<file path="config.mk">
export PLATFORM = sky130hd
export DESIGN_NAME = tcmp_unit
export DESIGN_NICKNAME = d
export VERILOG_FILES = /design/src/rtl/tcmp_pkg.sv /design/src/rtl/tcmp_regdec.sv /design/src/rtl/tcmp_chan.sv /design/src/rtl/tcmp_unit.sv
export SDC_FILE = /design/constraint.sdc
export NUM_CORES = 1
export LEC_CHECK = 0
export BUFFER_PORTS_ARGS = -buffer_cell sky130_fd_sc_hd__buf_2
export CORE_ASPECT_RATIO = 1.4
export CORE_MARGIN = 5
export CORE_UTILIZATION = 40
export DETAILED_ROUTE_END_ITERATION = 10
export PLACE_DENSITY = 0.68
export SYNTH_ARGS = -nofsm -noshare
export SYNTH_HDL_FRONTEND = slang
export SYNTH_HIERARCHICAL = 1
export SYNTH_SLANG_ARGS = --single-unit
</file>
<file path="constraint.sdc">
create_clock -name clk -period 12.8 [get_ports clk]
set_input_delay 3.84 -clock clk [delete_from_list [all_inputs] [get_ports clk]]
set_output_delay 3.84 -clock clk [all_outputs]
set_load 0.01 [all_outputs]
</file>
<file path="src/rtl/tcmp_pkg.sv">
package tcmp_pkg;

    // mode field encodings
    localparam logic [3:0] MODE_OFF    = 4'h0;
    localparam logic [3:0] MODE_TOGGLE = 4'h5;
    localparam logic [3:0] MODE_PULSE  = 4'hF;

    // control/status bit positions
    localparam int CSR_REQ_BIT  = 0;
    localparam int CSR_MODE_LSB = 2;
    localparam int CSR_IE_BIT   = 6;
    localparam int CSR_FLAG_BIT = 7;
    localparam int CSR_W        = 8;

endpackage

</file>
<file path="src/rtl/tcmp_regdec.sv">
module tcmp_regdec #(
    parameter int NCH       = 4,
    parameter int AW        = 12,
    parameter int STAT_ADDR = 'h604,
    parameter int CH_BASE   = 'h608,
    parameter int CH_STRIDE = 8
) (
    input  logic [AW-1:0]  addr_i,
    output logic           stat_hit_o,
    output logic [NCH-1:0] csr_hit_o,
    output logic [NCH-1:0] cmp_hit_o
);

    localparam logic [AW-1:0] STAT_A = AW'(STAT_ADDR);

    assign stat_hit_o = (addr_i == STAT_A);

    for (genvar i = 0; i < NCH; i++) begin : g_dec
        localparam logic [AW-1:0] CSR_A = AW'(CH_BASE + i * CH_STRIDE);
        localparam logic [AW-1:0] CMP_A = AW'(CH_BASE + i * CH_STRIDE + 4);
        assign csr_hit_o[i] = (addr_i == CSR_A);
        assign cmp_hit_o[i] = (addr_i == CMP_A);
    end

endmodule

</file>
<file path="src/rtl/tcmp_chan.sv">
module tcmp_chan
    import tcmp_pkg::*;
#(
    parameter int CW = 31
) (
    input  logic              clk,
    input  logic              rst_n,
    input  logic [CW-1:0]     cnt_i,
    input  logic              step_i,
    input  logic              gen_en_i,
    input  logic              csr_we_i,
    input  logic              cmp_we_i,
    input  logic [CW-1:0]     wdata_i,
    output logic [CSR_W-1:0]  csr_o,
    output logic [CW-1:0]     cmp_o,
    output logic              flag_o,
    output logic              irq_o,
    output logic              pin_o,
    output logic              match_o
);

    typedef struct packed {
        logic [CW-1:0] cmp_act;
        logic [CW-1:0] cmp_nxt;
        logic          act_v;
        logic          nxt_v;
        logic          req_en;
        logic [3:0]    mode;
        logic          ie;
        logic          flag;
        logic          pin;
        logic          match;
    } chan_st_t;

    chan_st_t st_d, st_q;

    logic       mode_live;
    logic       hit;
    logic [3:0] wr_mode;

    assign wr_mode   = wdata_i[CSR_MODE_LSB +: 4];
    assign mode_live = (st_q.mode == MODE_TOGGLE) || (st_q.mode == MODE_PULSE);
    assign hit       = st_q.act_v && mode_live && gen_en_i && step_i
                       && (cnt_i == st_q.cmp_act);

    always_comb begin
        st_d       = st_q;
        st_d.match = 1'b0;
        if (st_q.mode == MODE_PULSE) begin
            st_d.pin = 1'b0;
        end

        // event handling
        if (hit) begin
            st_d.match = 1'b1;
            st_d.flag  = 1'b1;
            if (st_q.mode == MODE_PULSE) begin
                st_d.pin = 1'b1;
            end else begin
                st_d.pin = ~st_q.pin;
            end
            if (st_q.nxt_v) begin
                st_d.cmp_act = st_q.cmp_nxt;
                st_d.nxt_v   = 1'b0;
            end else begin
                st_d.act_v   = 1'b0;
            end
        end

        // control/status write
        if (csr_we_i) begin
            st_d.req_en = wdata_i[CSR_REQ_BIT];
            st_d.ie     = wdata_i[CSR_IE_BIT];
            st_d.mode   = wr_mode;
            if (wdata_i[CSR_FLAG_BIT] && !hit) begin
                st_d.flag = 1'b0;
            end
            if (wr_mode == MODE_OFF) begin
                st_d.act_v = 1'b0;
                st_d.nxt_v = 1'b0;
                st_d.pin   = 1'b0;
            end
        end

        // compare write: first value only while idle, later values queue
        if (cmp_we_i) begin
            if (!st_d.act_v) begin
                if (st_d.mode == MODE_OFF) begin
                    st_d.cmp_act = wdata_i;
                    st_d.act_v   = 1'b1;
                end
            end else begin
                st_d.cmp_nxt = wdata_i;
                st_d.nxt_v   = 1'b1;
            end
        end
    end

    always_ff @(posedge clk or negedge rst_n) begin
        if (!rst_n) begin
            st_q <= '0;
        end else begin
            st_q <= st_d;
        end
    end

    assign csr_o   = {st_q.flag, st_q.ie, st_q.mode, 1'b0, st_q.req_en};
    assign cmp_o   = st_q.cmp_act;
    assign flag_o  = st_q.flag;
    assign irq_o   = st_q.flag & st_q.ie;
    assign pin_o   = st_q.pin;
    assign match_o = st_q.match;

    AST_PULSE_ONE_CYCLE: assert property (@(posedge clk) disable iff (!rst_n)
        (st_q.mode == MODE_PULSE && $past(st_q.mode) == MODE_PULSE) |-> (st_q.pin == st_q.match));
    AST_TOGGLE_FLIPS: assert property (@(posedge clk) disable iff (!rst_n)
        (st_q.match && st_q.mode == MODE_TOGGLE && $past(st_q.mode) == MODE_TOGGLE)
        |-> (st_q.pin != $past(st_q.pin)));
    AST_FLAG_ON_MATCH: assert property (@(posedge clk) disable iff (!rst_n)
        st_q.match |-> st_q.flag);
    AST_GLOBAL_GATE: assert property (@(posedge clk) disable iff (!rst_n)
        st_q.match |-> $past(gen_en_i));
    AST_STEP_ONLY: assert property (@(posedge clk) disable iff (!rst_n)
        st_q.match |-> $past(step_i));
    AST_FIRST_NEEDS_IDLE: assert property (@(posedge clk) disable iff (!rst_n)
        (cmp_we_i && !csr_we_i && !st_q.act_v && st_q.mode != MODE_OFF) |=> !st_q.act_v);
    AST_DISARM: assert property (@(posedge clk) disable iff (!rst_n)
        (csr_we_i && wr_mode == MODE_OFF && !cmp_we_i) |=> (!st_q.act_v && !st_q.pin));
    AST_MATCH_SINGLE: assert property (@(posedge clk) disable iff (!rst_n)
        (st_q.match && !st_q.nxt_v && !$past(st_q.nxt_v) && !$past(cmp_we_i)) |-> !st_q.act_v);

endmodule

</file>
<file path="src/rtl/tcmp_unit.sv">
module tcmp_unit
    import tcmp_pkg::*;
#(
    parameter int NCH = 4,
    parameter int CW  = 31,
    parameter int AW  = 12,
    parameter int DW  = 32
) (
    input  logic           clk,
    input  logic           rst_n,
    input  logic [CW-1:0]  cnt_i,
    input  logic           gen_en_i,
    input  logic           reg_wr_i,
    input  logic [AW-1:0]  reg_addr_i,
    input  logic [DW-1:0]  reg_wdata_i,
    output logic [DW-1:0]  reg_rdata_o,
    output logic [NCH-1:0] pin_o,
    output logic [NCH-1:0] match_o,
    output logic           irq_o
);

    typedef struct packed {
        logic [CW-1:0] cnt_prev;
    } top_st_t;

    top_st_t top_d, top_q;

    logic             step;
    logic             stat_hit;
    logic [NCH-1:0]   csr_hit, cmp_hit;
    logic [NCH-1:0]   flag_vec, irq_vec, ie_vec;
    logic [CSR_W-1:0] csr_rd [NCH];
    logic [CW-1:0]    cmp_rd [NCH];
    logic             wdata_unused;

    assign wdata_unused = ^reg_wdata_i[DW-1:CW];

    always_comb begin
        top_d          = top_q;
        top_d.cnt_prev = cnt_i;
    end

    always_ff @(posedge clk or negedge rst_n) begin
        if (!rst_n) begin
            top_q <= '0;
        end else begin
            top_q <= top_d;
        end
    end

    assign step = (cnt_i != top_q.cnt_prev);

    tcmp_regdec #(
        .NCH (NCH),
        .AW  (AW)
    ) u_dec (
        .addr_i     (reg_addr_i),
        .stat_hit_o (stat_hit),
        .csr_hit_o  (csr_hit),
        .cmp_hit_o  (cmp_hit)
    );

    for (genvar i = 0; i < NCH; i++) begin : g_ch
        tcmp_chan #(
            .CW (CW)
        ) u_ch (
            .clk      (clk),
            .rst_n    (rst_n),
            .cnt_i    (cnt_i),
            .step_i   (step),
            .gen_en_i (gen_en_i),
            .csr_we_i (reg_wr_i & csr_hit[i]),
            .cmp_we_i (reg_wr_i & cmp_hit[i]),
            .wdata_i  (reg_wdata_i[CW-1:0]),
            .csr_o    (csr_rd[i]),
            .cmp_o    (cmp_rd[i]),
            .flag_o   (flag_vec[i]),
            .irq_o    (irq_vec[i]),
            .pin_o    (pin_o[i]),
            .match_o  (match_o[i])
        );
        assign ie_vec[i] = csr_rd[i][CSR_IE_BIT];
    end

    assign irq_o = |irq_vec;

    always_comb begin
        reg_rdata_o = '0;
        if (stat_hit) begin
            reg_rdata_o = {{(DW-NCH){1'b0}}, flag_vec};
        end
        for (int i = 0; i < NCH; i++) begin
            if (csr_hit[i]) begin
                reg_rdata_o = {{(DW-CSR_W){1'b0}}, csr_rd[i]};
            end
            if (cmp_hit[i]) begin
                reg_rdata_o = {{(DW-CW){1'b0}}, cmp_rd[i]};
            end
        end
    end

    AST_IRQ_ON_EVENT: assert property (@(posedge clk) disable iff (!rst_n)
        (|(match_o & ie_vec)) |-> irq_o);
    AST_MATCH_SETS_STATUS: assert property (@(posedge clk) disable iff (!rst_n)
        (|match_o) |-> ((flag_vec & match_o) == match_o));

endmodule

</file>
==> impl_metrics.env <==
export IMPL_cp_slowest_cell="or4b_1"
export IMPL_hold_depth=1
export IMPL_path_cells="buf_2, or4b_1, nor3_2, buf_4, nor3b_4, buf_4, a22oi_1, o21ai_0, buf_2"
export IMPL_clockBufferDepth=3
export IMPL_grt_pass1_vias=12000
export IMPL_hpwl_um=34100
export IMPL_drive_gt1_share_pct=24.9
export IMPL_power_density_nw_per_um2=117
export IMPL_avgSynthCellArea_um2=11.2
export IMPL_worst_slew_pin_slew_ns=1.09
export IMPL_yosys_warnings=6
export IMPL_clkSinkCount=323
export IMPL_worst_path_max_fanout=18
export IMPL_grt_max_degree=176
export IMPL_final_min_clock_period_ns=10.75
export IMPL_hold_start="g_ch[1].u_ch/st_q[41]$_DFFE_PN0P_"
export IMPL_start_util_pct=40.5
export IMPL_final_nets=1614
export IMPL_clk_latency_ns=0.54
export IMPL_reg2reg_to="g_ch[0].u_ch/st_q[41]$_DFFE_PN0P_"
export IMPL_yosysTopAreaCell="dfrtp_1"
export IMPL_cts_buffers=35
export IMPL_synthAdderAreaFrac_pct=0
export IMPL_cts_root_buf="clkbuf_16"
export IMPL_maxCapViolCount=0
export IMPL_num_rows=91
export IMPL_area_growth_pct=6.18
export IMPL_period_share_pct=84.0
export IMPL_ys_async_sr_fraction_pct=100
export IMPL_cts_resized=0
export IMPL_synth_most_common_cell="dfrtp_1"
export IMPL_port_buffers=117
export IMPL_fin_setup_tns_ns=0
export IMPL_synth_edf_count=0
export IMPL_dieHeight_um=260
export IMPL_post_drt_wl_per_cell_um=23.6
export IMPL_syn_inst=1592
export IMPL_synth_cell_types=49
export IMPL_worstReg2RegStart="top_q[29]$_DFF_PN0_"
export IMPL_slew_headroom_pct=27.7
export IMPL_clock_skew_ns=0.0204
export IMPL_fin_ws_ns=2.05
export IMPL_track_usage_pct=20.0
export IMPL_utilization_pct=43.0
export IMPL_syn_num_nets=1671
export IMPL_overflow=0
export IMPL_synthTopCellsByArea="dfrtp_1, mux2_4, mux2i_1"
export IMPL_worstHoldEndpoint="g_ch[1].u_ch/st_q[41]$_DFFE_PN0P_"
export IMPL_yosysTopAreaCellShare_pct=45.2
export IMPL_synth_seq_cells=323
export IMPL_path_class="in2out"
export IMPL_synthTopCellsByCount="dfrtp_1, buf_4, a21oi_1, nor2_1, mux2i_1"
export IMPL_power_w=0.00222
export IMPL_cts_tree="yes"
export IMPL_rrSetupSlack_ns=9.06
export IMPL_critical_path_max_stage_delay_ns=0.74
export IMPL_vdd_ir_drop_worst_v=0.0000879
export IMPL_r2r_cells=11
export IMPL_path_clk_slew_ns=0.06
export IMPL_cts_setup_buffers=0
export IMPL_synth_compound_area_share_pct=9.01
export IMPL_finalHoldViolations=0
export IMPL_drc=0
export IMPL_hold_path_class="reg2reg"
export IMPL_synth_xor_area_share_pct=7.98
export IMPL_cts_max_level=2
export IMPL_setup_viol=0
export IMPL_startpoint_type="input port"
export IMPL_place_ws_ns=2.04
export IMPL_synth_simple_area_share_pct=9.10
export IMPL_crit_required_ns=8.96
export IMPL_antenna_left=0
export IMPL_vias_per_cell=5.55
export IMPL_route_vias_total=11800
export IMPL_crit_arrival_ns=6.91
export IMPL_drt_initial_drc_count=1031
export IMPL_synth_mux_area_share_pct=18.8
export IMPL_core_area_um2=44200
export IMPL_ys_seq_area_share_pct=45.2
export IMPL_synth_area_um2=17900
export IMPL_synth_top_family_by_area="multiplexers"
export IMPL_die_w_um=189
export IMPL_first_pass_iters=6
export IMPL_grt_pass1_wl_um=75400
export IMPL_cts_hold_buf=0
export IMPL_ys_flop_type="dfrtp_1"
export IMPL_drt_total_wl_um=50100
export IMPL_p_leak_nw=9.60
export IMPL_slew_viol_final=0
export IMPL_io_pins=120
export IMPL_rsz0062_at_grt="no"
export IMPL_end_kind="output port"
export IMPL_fmax_mhz=93.0
export IMPL_antenna_found_initial=10
export IMPL_run_status="finished, final reports clean"
export IMPL_globalplace_congestion=0.946
export IMPL_dieArea_um2=49100
==> cell usage in the layout, fill, tap and decap left out, types with 41 or more instances in the layout <==
cell | netlist | routed
dfrtp_1 | 323 | 323
a21oi_1 | 137 | 137
nor2_1 | 135 | 135
mux2i_1 | 124 | 124
mux2_4 | 120 | 120
buf_2 | 16 | 116
xor2_1 | 107 | 107
xnor2_1 | 56 | 56
a22oi_1 | 50 | 50
nand2_1 | 41 | 41
==> kinds of logic after synthesis <==
kind of cell | after synthesis
AO/OA/AOI/OAI | 268
flip-flops | 323
XOR/XNOR | 163
buffers and inverters | 250
other | 5
AND/OR/NAND/NOR | 311
multiplexers | 272
==> sequential cells by signal, summed over array words and instances, names as in the netlist <==
| register | cells |
|---|---|
| top_q | 31 |
| g_ch.u_ch/cmp_o | 124 |
| g_ch.u_ch/csr_o | 24 |
| g_ch.u_ch/pin_o | 4 |
| g_ch.u_ch/match_o | 4 |
| g_ch.u_ch/flag_o | 4 |
| g_ch.u_ch/st_q | 132 |
==> routing by layer <==
layer  routed length [µm]  part of all wire, %  GRT usage (%)
met5                   44                0.088              0
met4                 2080                  4.1           7.92
met3                 2990                  6.0           3.55
met2                24800                   50           34.6
met1                20100                   40           24.8
==> layout make-up <==
class | instances | area [µm²]
timing repair buffer | 143 | 803
clock buffer | 47 | 1020
inverter | 13 | 48.8
tap | 558 | 698
antenna | 4 | 10.0
multi-input combinational | 1019 | 8130
clock inverter | 16 | 204
sequential | 323 | 8080
fill | 4137 | 25200
==> worst max path at each step <==
stage                            endpoint  slack [ns]          start
after CTS                 reg_rdata_o[22]        2.01  reg_addr_i[1]
after floorplan           reg_rdata_o[10]        3.05  reg_addr_i[1]
after global placement    reg_rdata_o[22]        1.99  reg_addr_i[1]
after detailed placement  reg_rdata_o[22]        2.04  reg_addr_i[1]
after global routing      reg_rdata_o[22]        1.88  reg_addr_i[1]
final                     reg_rdata_o[22]        2.05  reg_addr_i[1]
==> power breakdown <==
part	internal, W	leakage, nW	switching, W	total (W)
Clock	0.000646	0.605	0.000432	0.00108
Combinational	0.0000320	4.58	0.0000756	0.000108
Sequential	0.00103	4.42	0.00000649	0.00104
Total	0.00171	9.60	0.000514	0.00222
==> critical path, delay by kind of cell <==
family,cells,cell delay [ns]
compound gates,2,0.52
buf+inv,4,0.90
simple gates,3,1.63
==> per-stage QoR <==
| stage | hold slack (ns) | std cells | area [µm²] |
|---|---|---|---|
| floorplan | 0.480 | 1592 | 17900 |
| global placement | 0.488 | 2056 | 17800 |
| detailed placement | 0.493 | 2056 | 17800 |
| CTS | 0.510 | 2119 | 19000 |
| global route | 0.519 | 2120 | 19000 |
| finish | 0.508 | 2123 | 19000 |
(Power assumes the default switching activity.)
